===== src/rtl/omt_pkg.sv =====
package omt_pkg;
  localparam int NUM_CH   = 4;
  localparam int CNT_W    = 32;
  localparam int CH_IDX_W = $clog2(NUM_CH);
  localparam int WD_CH    = NUM_CH - 1;

  typedef enum logic [2:0] {
    SLOT_M0   = 3'd0,
    SLOT_M1   = 3'd1,
    SLOT_M2   = 3'd2,
    SLOT_M3   = 3'd3,
    SLOT_CNT  = 3'd4,
    SLOT_STAT = 3'd5,
    SLOT_WDOG = 3'd6,
    SLOT_IEN  = 3'd7
  } slot_e;

  function automatic logic [CNT_W-1:0] cnt_step(input logic [CNT_W-1:0] c);
    return c + 1'b1;
  endfunction

  // a channel hits on the tick that moves the counter onto its value
  function automatic logic match_hit(input logic [CNT_W-1:0] c,
                                     input logic [CNT_W-1:0] m,
                                     input logic tick, input logic load);
    return tick && !load && (cnt_step(c) == m);
  endfunction

  function automatic logic [NUM_CH-1:0] status_next(input logic [NUM_CH-1:0] cur,
                                                    input logic [NUM_CH-1:0] clr,
                                                    input logic [NUM_CH-1:0] set);
    return (cur & ~(clr & cur)) | set;
  endfunction
endpackage


===== src/rtl/omt_counter.sv =====
module omt_counter (
  input  logic                       clk,
  input  logic                       rst_n,
  input  logic                       tick_en,
  input  logic                       load,
  input  logic [omt_pkg::CNT_W-1:0]  load_val,
  output logic [omt_pkg::CNT_W-1:0]  cnt
);
  always_ff @(posedge clk) begin
    if (!rst_n)       cnt <= '0;
    else if (load)    cnt <= load_val;
    else if (tick_en) cnt <= omt_pkg::cnt_step(cnt);
  end
endmodule


===== src/rtl/omt_channel.sv =====
module omt_channel (
  input  logic                       clk,
  input  logic                       rst_n,
  input  logic                       wr_en,
  input  logic [omt_pkg::CNT_W-1:0]  wr_val,
  input  logic [omt_pkg::CNT_W-1:0]  cnt,
  input  logic                       tick_en,
  input  logic                       cnt_load,
  output logic [omt_pkg::CNT_W-1:0]  match_val,
  output logic                       hit
);
  always_ff @(posedge clk) begin
    if (!rst_n)     match_val <= '0;
    else if (wr_en) match_val <= wr_val;
  end

  assign hit = omt_pkg::match_hit(cnt, match_val, tick_en, cnt_load);
endmodule


===== src/rtl/omt_busdec.sv =====
module omt_busdec #(
  parameter int ADDR_W = 8,
  parameter int DATA_W = 32,
  parameter int IEN_W  = 12
) (
  input  logic                                            clk,
  input  logic                                            rst_n,
  input  logic                                            sel,
  input  logic                                            we,
  input  logic [ADDR_W-1:0]                               addr,
  input  logic [omt_pkg::NUM_CH-1:0][omt_pkg::CNT_W-1:0]  match_vals,
  input  logic [omt_pkg::CNT_W-1:0]                       cnt,
  input  logic [omt_pkg::NUM_CH-1:0]                      status,
  input  logic                                            wdog_en,
  input  logic [IEN_W-1:0]                                ien,
  output logic [omt_pkg::NUM_CH-1:0]                      wr_match,
  output logic                                            wr_cnt,
  output logic                                            wr_stat,
  output logic                                            wr_wdog,
  output logic                                            wr_ien,
  output logic [DATA_W-1:0]                               rdata,
  output logic                                            err
);
  import omt_pkg::*;

  logic              map_hit;
  logic              wr_go;
  slot_e             slot;
  logic [DATA_W-1:0] rd_val;

  assign map_hit = (addr[1:0] == 2'b00) && (addr[ADDR_W-1:5] == '0);
  assign slot    = slot_e'(addr[4:2]);
  assign wr_go   = sel && we && map_hit;

  for (genvar g = 0; g < NUM_CH; g++) begin : g_wr
    assign wr_match[g] = wr_go && (addr[4:2] == 3'(g));
  end

  assign wr_cnt  = wr_go && (slot == SLOT_CNT);
  assign wr_stat = wr_go && (slot == SLOT_STAT);
  assign wr_wdog = wr_go && (slot == SLOT_WDOG);
  assign wr_ien  = wr_go && (slot == SLOT_IEN);

  always_comb begin
    case (slot)
      SLOT_CNT:  rd_val = DATA_W'(cnt);
      SLOT_STAT: rd_val = DATA_W'(status);
      SLOT_WDOG: rd_val = DATA_W'(wdog_en);
      SLOT_IEN:  rd_val = DATA_W'(ien);
      default:   rd_val = DATA_W'(match_vals[addr[CH_IDX_W+1:2]]);
    endcase
  end

  always_ff @(posedge clk) begin
    if (!rst_n) begin
      rdata <= '0;
      err   <= 1'b0;
    end else if (sel && !we) begin
      rdata <= map_hit ? rd_val : '0;
      err   <= !map_hit;
    end else begin
      rdata <= '0;
      err   <= 1'b0;
    end
  end
endmodule


===== src/rtl/os_match_timer.sv =====
module os_match_timer #(
  parameter int ADDR_W = 8,
  parameter int DATA_W = 32,
  parameter int IEN_W  = 12
) (
  input  logic                        clk,
  input  logic                        rst_n,
  input  logic                        tick_en,
  input  logic                        bus_sel,
  input  logic                        bus_we,
  input  logic [ADDR_W-1:0]           bus_addr,
  input  logic [DATA_W-1:0]           bus_wdata,
  output logic [DATA_W-1:0]           bus_rdata,
  output logic                        bus_err,
  output logic [omt_pkg::NUM_CH-1:0]  irq,
  output logic                        reset_req
);
  import omt_pkg::*;

  logic [CNT_W-1:0]             cnt;
  logic                         cnt_load;
  logic [NUM_CH-1:0][CNT_W-1:0] match_vals;
  logic [NUM_CH-1:0]            hit;
  logic [NUM_CH-1:0]            wr_match;
  logic                         wr_stat, wr_wdog, wr_ien;
  logic [NUM_CH-1:0]            status;
  logic [IEN_W-1:0]             ien;
  logic                         wdog_en;
  logic                         wdog_fire;
  logic [NUM_CH-1:0]            stat_set;
  logic [NUM_CH-1:0]            stat_clr;

  omt_counter u_cnt (
    .clk      (clk),
    .rst_n    (rst_n),
    .tick_en  (tick_en),
    .load     (cnt_load),
    .load_val (bus_wdata[CNT_W-1:0]),
    .cnt      (cnt)
  );

  for (genvar g = 0; g < NUM_CH; g++) begin : g_ch
    omt_channel u_ch (
      .clk       (clk),
      .rst_n     (rst_n),
      .wr_en     (wr_match[g]),
      .wr_val    (bus_wdata[CNT_W-1:0]),
      .cnt       (cnt),
      .tick_en   (tick_en),
      .cnt_load  (cnt_load),
      .match_val (match_vals[g]),
      .hit       (hit[g])
    );
  end

  omt_busdec #(.ADDR_W(ADDR_W), .DATA_W(DATA_W), .IEN_W(IEN_W)) u_dec (
    .clk        (clk),
    .rst_n      (rst_n),
    .sel        (bus_sel),
    .we         (bus_we),
    .addr       (bus_addr),
    .match_vals (match_vals),
    .cnt        (cnt),
    .status     (status),
    .wdog_en    (wdog_en),
    .ien        (ien),
    .wr_match   (wr_match),
    .wr_cnt     (cnt_load),
    .wr_stat    (wr_stat),
    .wr_wdog    (wr_wdog),
    .wr_ien     (wr_ien),
    .rdata      (bus_rdata),
    .err        (bus_err)
  );

  assign stat_set  = hit & ien[NUM_CH-1:0];
  assign stat_clr  = wr_stat ? bus_wdata[NUM_CH-1:0] : '0;
  assign wdog_fire = hit[WD_CH] && wdog_en;

  always_ff @(posedge clk) begin
    if (!rst_n) begin
      status    <= '0;
      ien       <= '0;
      wdog_en   <= 1'b0;
      reset_req <= 1'b0;
    end else begin
      status    <= status_next(status, stat_clr, stat_set);
      reset_req <= wdog_fire;
      if (wr_ien) ien <= bus_wdata[IEN_W-1:0];
      if (wdog_fire)                    wdog_en <= 1'b0;
      else if (wr_wdog && bus_wdata[0]) wdog_en <= 1'b1;
    end
  end

  assign irq = status;
endmodule


===== config.mk =====
export PLATFORM = sky130hd
export DESIGN_NAME = os_match_timer
export DESIGN_NICKNAME = d
export VERILOG_FILES = /design/src/rtl/omt_pkg.sv /design/src/rtl/omt_counter.sv /design/src/rtl/omt_channel.sv /design/src/rtl/omt_busdec.sv /design/src/rtl/os_match_timer.sv
export SDC_FILE = /design/constraint.sdc
export NUM_CORES = 1
export LEC_CHECK = 0
export ABC_CLOCK_PERIOD_IN_PS = 3050
export BUFFER_PORTS_ARGS = -buffer_cell sky130_fd_sc_hd__buf_2
export CAP_MARGIN = 20
export CORE_ASPECT_RATIO = 1.4
export CORE_MARGIN = 10
export CORE_UTILIZATION = 56
export DETAILED_ROUTE_END_ITERATION = 6
export GPL_TIMING_DRIVEN = 0
export PLACE_DENSITY = 0.86
export RECOVER_POWER = 25
export REMOVE_ABC_BUFFERS = 1
export SYNTH_ARGS = -nofsm -noshare
export SYNTH_HDL_FRONTEND = slang
export SYNTH_SLANG_ARGS = --single-unit

===== constraint.sdc =====
create_clock -name clk -period 3.05 [get_ports clk]
set_clock_uncertainty 0.2 [all_clocks]
set_input_delay 0.61 -clock clk [delete_from_list [all_inputs] [get_ports clk]]
set_output_delay 0.61 -clock clk [all_outputs]
set_load 0.05 [all_outputs]

==> metrics, run 1 <==
status=complete, but fails checks; failing checks=setup timing; RSZ-0062 raised after global routing=true; CP endpoint kind=register; first-pass GRT wire length=77,800 um; maximum clock path buffer count=3; CTS tree=built; synth unique cells=76; Worst path depth=9; most common flop cell mapped by yosys=dfxtp_1; Final GP Congestion=between 1 and 1.5; WP data arrival=3.48 ns; Post-DP Area=0.0132 sq mm; post-DP HPWL=between 30,000 and 40,000 um; Syn Area/Cell=7.91 sq um; Final #Nets=roughly 1,700; number of I/O port buffers=82; Clock Root Buffer=clkbuf_16; # placed instances=about 1,800; largest net degree at the start of global routing=91; CTS H-tree lvls=1; GR Overflow Total=0; EDFF count, synth=0; DR vias/cell=6.77; antenna violations before repair=1; core area=0.0219 sq mm; CP Data Required Time=3.28 ns; R2R cell count=9; Post-Synth XOR/XNOR Area=12.1%; worst-margin pin slew=1.12 ns; CTS Buf Count=22; row cnt=64; worst vdd ir=0.502 mV; largest family of logic cells by synthesized area=simple AND/OR/NAND/NOR gates; critical-path cell list=nand3_4 -> or3_4 -> buf_4 -> or3_4 -> a32o_1 -> nor3_4 -> nand4_1 -> or4_4 -> o31ai_4; vias in the first global route=13,100; Min Hold Slack=just over 0.08 ns; Async SR Flop Fraction=0%; final worst setup slack=-0.193 ns; Clock Latency Late Sink=0.52 ns; hold-critical path depth=2; Area Overhead vs Synth=23.6%; adder-cell share of the synthesized area=0.100%; startpoint types=register; gate family responsible for the most delay along the worst path=simple AND/OR/NAND/NOR gates; Yosys top cell by area=dfxtp_1; GRT Total Usage=roughly 34%; die area=~0.029 sq mm; Fin. Hold Viols=0; Synth Area in Simple Gates=about a quarter; pre-CTS WS=-1.83 ns; min cycle time layout=3.24 ns; Remaining DRCs=0; die height=197 um; Seq/Total Area, Yosys=33.8%; Mapped Area=0.0125 sq mm; slowest stage cell, crit path=or4_4; Die Wd=146 um; First-pass DRT Iterations=6; Ports=83; fin crit share=106%; Starting Density=57.0%; Setup violations, final=6; Post-DRT Antenna Nets=0; fillers=between 1,500 and 2,000; Leakage Power=5.37 nW; dominant cells by area after synthesis=dfxtp_1 34%, nand2_1 10%, xnor2_1 7.4%; share of post-route cells with drive strength above 1=21.3%; fin area=0.0155 sq mm; setup TNS=-0.805 ns; CP Buf/Inv Count=1; Syn Inst Count=approximately 1,600; Pwr Density=395 mW/mm^2; Worst R2R Setup Slack=-0.19 ns; FF+latch count, synth=211; non-filler cells, final=1,987; slew margin rel.=between 20% and 30%; multiplexer area fraction after synthesis=6.84%; Largest stage delay, worst path=0.52 ns; CP most frequent cell=or3_4; CTS clock-pin slew for the worst setup and hold paths=roughly 0.06 ns; f_max=308 MHz; initial drt markers=1,744; yosys warns=0; Critical Path Fanout Max=7; worst min path class=input port to register; Avg WL per Cell=26.3 um; Crit Path Category=register to register; DR vias=13,500; # clock sinks=211; Tot Pwr=6.11 mW; Synth Area in Compound Gates=16.2%; MaxCap Viol Count=0; top cell type's share of synthesized area=about 34%; fin util=70.4%; max-slew violations=0; final wirelength=52,200 um
==> flip-flops by register name (all words and copies together) (netlist names) <==
name and flops:
reset_req 1, u_cnt.cnt 32, wdog_en 1, u_dec.err 1, irq 4, g_ch.u_ch.match_val 128
u_dec.rdata 32, ien 12
==> cell families after synthesis <==
logic type / count (synthesis)
simple gates: 685
compound gates: 325
flops: 211
xor+xnor: 166
buf+inv: 148
mux: 44
fa+ha+maj: 1
==> cells in the mapped netlist (all sizes together), types with 10 or more instances <==
cell type and count:
nand2 349, nor3 34, nor3b 21, and3 12, a22oi 21, mux2i 10, inv 13, clkbuf 100
dfxtp 211, a221oi 12, nand3 33, nor4 24, nand4 32, a211oi 34, a21oi 156, o21ai 39
xor2 57, and4 10, mux4 33, buf 34, nand2b 10, nor2 112, xnor2 105
==> cells in the final DEF, fill, tap and decap left out, types with 21 or more instances in the layout <==
| cell type | netlist | final |
|---|---|---|
| nand4_1 | 30 | 30 |
| buf_2 | 12 | 46 |
| nand3_1 | 32 | 27 |
| o21ai_0 | 39 | 36 |
| clkbuf_16 | 0 | 23 |
| a211oi_1 | 34 | 33 |
| nand2_1 | 349 | 345 |
| xnor2_1 | 105 | 96 |
| a21oi_1 | 156 | 156 |
| clkbuf_1 | 99 | 37 |
| nor2_1 | 110 | 106 |
| a22oi_1 | 21 | 21 |
| mux4_2 | 33 | 33 |
| buf_4 | 5 | 97 |
| nor3_1 | 33 | 23 |
| xor2_1 | 57 | 54 |
| dfxtp_1 | 211 | 186 |
==> layout make-up <==
type,count,area [sq um],area share [%]
Clock inverter,10,166,1.08
Inverter,14,61.3,0.397
Multi-Input combinational cell,1221,8320,53.9
Sequential cell,211,4310,27.9
Antenna cell,1,2.50,0.0162
Tap cell,297,372,2.40
Timing Repair Buffer,205,1590,10.3
Clock buffer,28,634,4.11
==> what timing repair did <==
action,in CTS,in global routing
resized for setup,137,31
cloned,1,0
pin swaps,40,26
setup endpoints to repair,67,67
setup buffers,73,27
hold buffers,0,0
==> per-layer routing <==
metal | wire length [um] | vias up | track usage [%]
li1 | - | 5774 | -
met1 | 17600 | 6346 | 37.8
met2 | 24600 | 995 | 57.0
met3 | 5330 | 346 | 7.11
met4 | 4730 | 0 | 26.8
met5 | 0 | - | 0
==> power by group <==
group          internal [mW]  switching [mW]
Clock                   1.81            1.18
Combinational          0.129           0.237
Sequential              2.74          0.0105
Total                   4.68            1.43
==> worst register-to-register path, delay by kind of cell (launching register included) <==
family | cells | cell delay, ns
and+or+nand+nor | 6 | 1.86
AOI/OAI and AO/OA | 2 | 0.51
DFF | 1 | 0.40
buffers and inverters | 1 | 0.17
==> worst paths after layout <==
kind / from / end
worst max-delay path: u_cnt.cnt[8] / irq[2]
worst min-delay path: bus_we / u_dec.err
worst max register to register: u_cnt.cnt[8] / irq[2]
worst min register to register: ien[11] / ien[11]
(Power assumes the default switching activity.)
==> inputs of run 2 (changes only) <==
--- a/config.mk
+++ b/config.mk
@@ -5,15 +5,15 @@
 export SDC_FILE = /design/constraint.sdc
 export NUM_CORES = 1
 export LEC_CHECK = 0
-export ABC_CLOCK_PERIOD_IN_PS = 3050
-export BUFFER_PORTS_ARGS = -buffer_cell sky130_fd_sc_hd__buf_2
+export ABC_CLOCK_PERIOD_IN_PS = 3100
+export BUFFER_PORTS_ARGS = -buffer_cell sky130_fd_sc_hd__buf_4
 export CAP_MARGIN = 20
 export CORE_ASPECT_RATIO = 1.4
 export CORE_MARGIN = 10
-export CORE_UTILIZATION = 56
+export CORE_UTILIZATION = 60
 export DETAILED_ROUTE_END_ITERATION = 6
 export GPL_TIMING_DRIVEN = 0
-export PLACE_DENSITY = 0.86
+export PLACE_DENSITY = 0.87
 export RECOVER_POWER = 25
 export REMOVE_ABC_BUFFERS = 1
 export SYNTH_ARGS = -nofsm -noshare
==> constraint.sdc (replaced) <==
create_clock -name clk -period 3.1 [get_ports clk]
set_clock_uncertainty 0.2 [all_clocks]
set_input_delay 0.62 -clock clk [delete_from_list [all_inputs] [get_ports clk]]
set_output_delay 0.62 -clock clk [all_outputs]
set_load 0.05 [all_outputs]
==> run 2 against run 1 <==
Against the previous run: the flow still finishes with violations (setup timing); critical path depth decreased by 1; via count increased by 3.0%; hold slack better by 0.0077 ns; combinational power is essentially flat; sequential share of layout area rose by 0.33 points; die area shrank 5.9%; utilization is 4.3 points higher; sequential power is 1% lower.
==> metrics, run 2 (synthesis gave the netlist of run 1 again) <==
Die Wd=142 um (-2.9%); # clock sinks=211 (unchanged); commonest non-fill, non-tap cell in the layout=nand2_1; busiest grt layer=met2; CTS Buf Count=21 (-4.5%); Area Overhead vs Synth=22.4%; number of I/O port buffers=82 (unchanged); Post-DRT Antenna Nets=0 (unchanged); met3 Track Usage GR=6.63% (-0.48 points); row cnt=62 (-3.1%); DR vias/cell=7.11 (+5.0%); Post-DP Area=0.0133 sq mm (+0.98%); initial drt markers=2,131 (+22%); worst vdd ir=0.508 mV (+1.3%); vias in the first global route=12,900 (-1.4%); Setup violations, final=8 (+2); fin area=0.0153 sq mm (-1.0%); Pwr Density=355 mW/mm^2 (-10%); CTS tree=built; gate family responsible for the most delay along the worst path=simple AND/OR/NAND/NOR gates; CP Buf/Inv Count=0 (-1); final wirelength=52,900 um (+1.3%); die height=191 um (-3.0%); CP endpoint kind=register; biggest regs=g_ch.u_ch.match_val x128, u_cnt.cnt x32, u_dec.rdata x32; worst-margin pin slew=1.23 ns (+0.114 ns); CTS H-tree lvls=1 (unchanged); f_max=309 MHz (+0.13%); RSZ-0062 raised after global routing=true; First-pass DRT Iterations=7 (+1); maximum clock path buffer count=3 (unchanged); min cycle time layout=3.24 ns (-0.00428 ns); slew margin rel.=17.7% (-7.3 points); ANT cells=0 (-1); pre-CTS WS=-1.77 ns (+0.0632 ns); Final GP Congestion=1.05 (+0.20%); Ports=83 (unchanged); failing checks=setup timing; Final #Nets=1,727 (+0.35%); Leakage Power=5.32 nW (-1.1%); Clock Root Buffer=clkbuf_16; Largest stage delay, worst path=0.60 ns (+0.08 ns); most frequent cells in the layout=345 x nand2_1, 185 x dfxtp_1, 156 x a21oi_1; worst min path class=input port to register; die area=0.0271 sq mm (-5.9%); DR vias=13,900 (+3.0%); first-pass GRT wire length=75,400 um (-3.1%); startpoint types=register; max-slew violations=0 (unchanged); Avg WL per Cell=27.1 um (+3.3%); critical-path cell list=nand3_4 -> or3_4 -> or3_4 -> and3_4 -> nor4_4 -> nand4_1 -> or4_4 -> o31ai_2; final worst setup slack=-0.138 ns (+0.0543 ns); max FFs per register=128 (unchanged); hold_buf cts=0 (unchanged); Critical Path Fanout Max=8 (+1); status=complete, but fails checks; Fin. Hold Viols=0 (unchanged); GR Overflow Total=0 (unchanged); antenna violations before repair=0 (-1); largest net degree at the start of global routing=92 (+1.1%); fin crit share=104% (-1.9 points); Crit Path Category=register to register; grt met1 use=40.3% (+2.6 points); fillers=1,481 (-12%); MaxCap Viol Count=0 (unchanged); GRT Total Usage=35.4% (+1.1 points); post-DP HPWL=33,500 um (-2.1%); share of post-route cells with drive strength above 1=20.3% (-1.0 points); Remaining DRCs=0 (unchanged); CP most frequent cell=or3_4; Tot Pwr=5.43 mW (-11%); WP data arrival=3.47 ns (about the same); CP Data Required Time=3.33 ns (+0.05 ns); Most flops, register=g_ch.u_ch.match_val; core area=0.0205 sq mm (-6.7%); Clock Latency Late Sink=0.52 ns (about the same); met2 usage=58.4% (+1.4 points); Starting Density=61.0% (+4.1 points); CTS clock-pin slew for the worst setup and hold paths=0.07 ns (about the same); slowest stage cell, crit path=or4_4
run 2: path summary, 6_finish.rpt:
path | start | endpoint | slack, ns | cells past startpoint
max | u_cnt.cnt[7] | irq[2] | -0.14 | 8
min | bus_we | u_dec.err | 0.09 | 2
max reg2reg | u_cnt.cnt[7] | irq[2] | -0.14 | 8
min reg2reg | ien[4] | ien[4] | 0.26 | 2
run 2: metal layers:
layer,routed length [um],up-vias
met5,0,-
met4,5150,0
met3,6350,443
met2,24400,1235
met1,17000,6421
li1,-,5760
run 2: through the flow:
stage,hold WS (ns),utilization (%),setup TNS [ns],cells
after global placement,0.245,62.9,-577.43,1784
after CTS,0.0890,72.7,-0.0402,1904
after floorplan,0.236,-,-111.62,1446
after global routing,0.0906,74.7,-0.499,1949
final,0.0882,74.7,-0.395,1949
after detailed placement,0.251,64.9,-45.91,1805
run 2: where the power goes:
part | switching [mW] | internal, mW
Combinational | 0.226 | 0.138
Clock | 1.09 | 1.27
Sequential | 0.0120 | 2.70
Total | 1.32 | 4.11
run 2: repair_timing:
item,in CTS,in global routing
setup buffers,63,42
resized for setup,119,45
pin swaps,24,31
endpoints found under the hold margin,0,0
cloned,1,3
endpoints found under the setup margin,23,38
run 2: final cells by class:
type | count | area (sq um) | area share (%)
Clock buffer | 31 | 573 | 3.75
Clock inverter | 4 | 20.0 | 0.131
Inverter | 14 | 57.6 | 0.376
Multi-Input combinational cell | 1223 | 8300 | 54.2
Sequential cell | 211 | 4310 | 28.2
Tap cell | 256 | 320 | 2.09
Timing Repair Buffer | 210 | 1720 | 11.2
==> inputs of run 3 (changes only) <==
--- a/config.mk
+++ b/config.mk
@@ -16,6 +16,7 @@
 export PLACE_DENSITY = 0.87
 export RECOVER_POWER = 25
 export REMOVE_ABC_BUFFERS = 1
+export SETUP_SLACK_MARGIN = 0.1
 export SYNTH_ARGS = -nofsm -noshare
 export SYNTH_HDL_FRONTEND = slang
 export SYNTH_SLANG_ARGS = --single-unit
==> run 3 against run 2 <==
Against the previous run: highest routed layer unchanged; hold slack improved by 0.0075 ns; non-clock buffer count decreased by 5; sequential power about the same; the run still ends with setup timing left; clock power about the same; sequential share of layout area decreased by 0.26 points; first-iteration DRC count about the same; via count decreased by 0.70%; combinational power increased by 2%.
==> metrics, run 3 (synthesis gave the netlist of run 1 again) <==
Final GP Congestion=1.05 (unchanged); final worst setup slack=-0.184 ns (-0.0457 ns); Worst R2R Setup Slack=-0.18 ns (-0.05 ns); non-filler cells, final=1,945 (-0.21%); number of I/O port buffers=82 (unchanged); Critical Path Fanout Max=6 (-2); Pwr Density=352 mW/mm^2 (-0.79%); RSZ-0062 raised after global routing=true; f_max=304 MHz (-1.4%); slew margin rel.=17.9% (+0.22 points); Die Wd=142 um (unchanged); fillers=1,468 (-0.88%); biggest regs=g_ch.u_ch.match_val x128, u_cnt.cnt x32, u_dec.rdata x32; Most flops, register=g_ch.u_ch.match_val; most frequent cells in the layout=344 x nand2_1, 186 x dfxtp_1, 155 x a21oi_1; DR vias/cell=7.08 (-0.50%); DR vias=13,800 (-0.70%); die area=0.0271 sq mm (unchanged); Area Overhead vs Synth=23.3%; commonest non-fill, non-tap cell in the layout=nand2_1; CP Buf/Inv Count=0 (unchanged); Final #Nets=1,722 (-0.29%); MaxCap Viol Count=0 (unchanged); Fin. Hold Viols=0 (unchanged); first-pass GRT wire length=75,900 um (+0.64%); Avg WL per Cell=27.0 um (-0.36%); largest net degree at the start of global routing=92 (unchanged); share of post-route cells with drive strength above 1=21.1% (+0.77 points); First-pass DRT Iterations=6 (-1); die height=191 um (unchanged); CP most frequent cell=or3_4; critical-path cell list=nand4_4 -> or3_4 -> or3_4 -> and3_4 -> nor4_4 -> nand4_1 -> or4_4 -> o31ai_2; initial drt markers=2,129 (-0.094%); Largest stage delay, worst path=0.59 ns (about the same); GRT Total Usage=35.6% (+0.16 points); maximum clock path buffer count=3 (unchanged); worst-margin pin slew=1.23 ns (-0.00325 ns); core area=0.0205 sq mm (unchanged); Remaining DRCs=0 (unchanged); WP data arrival=3.51 ns (+0.04 ns); Clock Root Buffer=clkbuf_16; Leakage Power=5.31 nW (about the same); fin util=75.3% (+0.59 points); worst min path class=input port to register; Clock Latency Late Sink=0.52 ns (about the same); slowest stage cell, crit path=or4_4; worst vdd ir=0.506 mV (-0.46%); multi-input logic area=0.00840 sq mm (+1.2%); vias in the first global route=13,000 (+0.55%); row cnt=62 (unchanged); startpoint types=register; # placed instances=1,805 (unchanged); max-slew violations=0 (unchanged); Post-DRT Antenna Nets=0 (unchanged); failing checks=setup timing; min cycle time layout=3.28 ns (+0.0457 ns); Crit Path Category=register to register; setup TNS=-0.227 ns (+0.169 ns); CTS Buf Count=21 (unchanged); GR Overflow Total=0 (unchanged); status=complete, but fails checks; CTS clock-pin slew for the worst setup and hold paths=0.06 ns (about the same); CP endpoint kind=register; fin crit share=106% (+1.5 points); post-DP HPWL=33,500 um (unchanged); Starting Density=61.0% (unchanged); # clock sinks=211 (unchanged); Reg area=0.00431 sq mm (-0.15%); final wirelength=52,600 um (-0.57%); CTS tree=built; antenna violations before repair=1 (+1); CTS H-tree lvls=1 (unchanged); max FFs per register=128 (unchanged); Ports=83 (unchanged); gate family responsible for the most delay along the worst path=simple AND/OR/NAND/NOR gates; hold_buf cts=0 (unchanged); CP Data Required Time=3.33 ns (about the same); Setup violations, final=2 (-6)
[run 3: changes by cell type in the layout (fill, tap and decap cells not counted), moves of 3 or more]
cell	before	now
buf_4	137	131
buf_12	5	8
xor2_1	55	52
o21ai_0	37	34
xnor2_1	95	92
xor2_2	2	5
[run 3: worst paths after layout]
| kind | start | endpoint | depth (start not counted) |
|---|---|---|---|
| setup / recovery | u_cnt.cnt[11] | irq[2] | 8 |
| hold / removal | bus_we | u_dec.err | 2 |
| setup reg to reg | u_cnt.cnt[11] | irq[2] | 8 |
| hold reg to reg | ien[4] | ien[4] | 2 |
[run 3: layout make-up]
cell class / count / share of cell area [%]
antenna: 1 / 0.0162
timing repair buffer: 205 / 11.3
sequential: 211 / 27.9
clock buffer: 31 / 3.72
clock inverter: 4 / 0.130
tap: 256 / 2.08
inverter: 14 / 0.373
multi-input combinational: 1223 / 54.5
[run 3: metrics by stage]
stage / hold WS [ns] / instance area, sq um / setup WS [ns] / power (mW)
2_1_floorplan: 0.236 / 12000 / -1.50 / 2.91
3_3_place_gp: 0.245 / 12900 / -5.80 / 3.07
3_5_place_dp: 0.251 / 13300 / -1.77 / 3.09
4_1_cts: 0.0890 / 15000 / -0.0355 / 5.37
5_1_grt: 0.0908 / 15400 / -0.173 / 5.55
6_report: 0.0957 / 15400 / -0.184 / 5.43
[run 3: metal layers]
| layer | up-vias | track usage, % | routed length (um) |
|---|---|---|---|
| met1 | 6398 | 40.4 | 17200 |
| met4 | 0 | 25.8 | 5240 |
| met3 | 450 | 6.90 | 6090 |
| li1 | 5753 | - | - |
| met5 | - | 0 | 0 |
| met2 | 1161 | 58.4 | 24000 |
[run 3: repair_timing]
action                                  in CTS  in global routing
pin swaps                                   30                 38
gates resized for setup                    134                 50
endpoints found under the setup margin      39                  7
setup buffers                               67                 32
gates cloned                                 2                  2
[run 3: worst register-to-register path, stage by stage, from the launching register on]
cell,delay (ns)
dfxtp_4,0.39
nand4_4,0.16
or3_4,0.47
or3_4,0.41
and3_4,0.19
nor4_4,0.46
nand4_1,0.14
or4_4,0.59
o31ai_2,0.19
[run 3: power breakdown]
part,switching (mW),internal [mW]
clock,1.08,1.27
combinational,0.228,0.145
sequential,0.00978,2.70
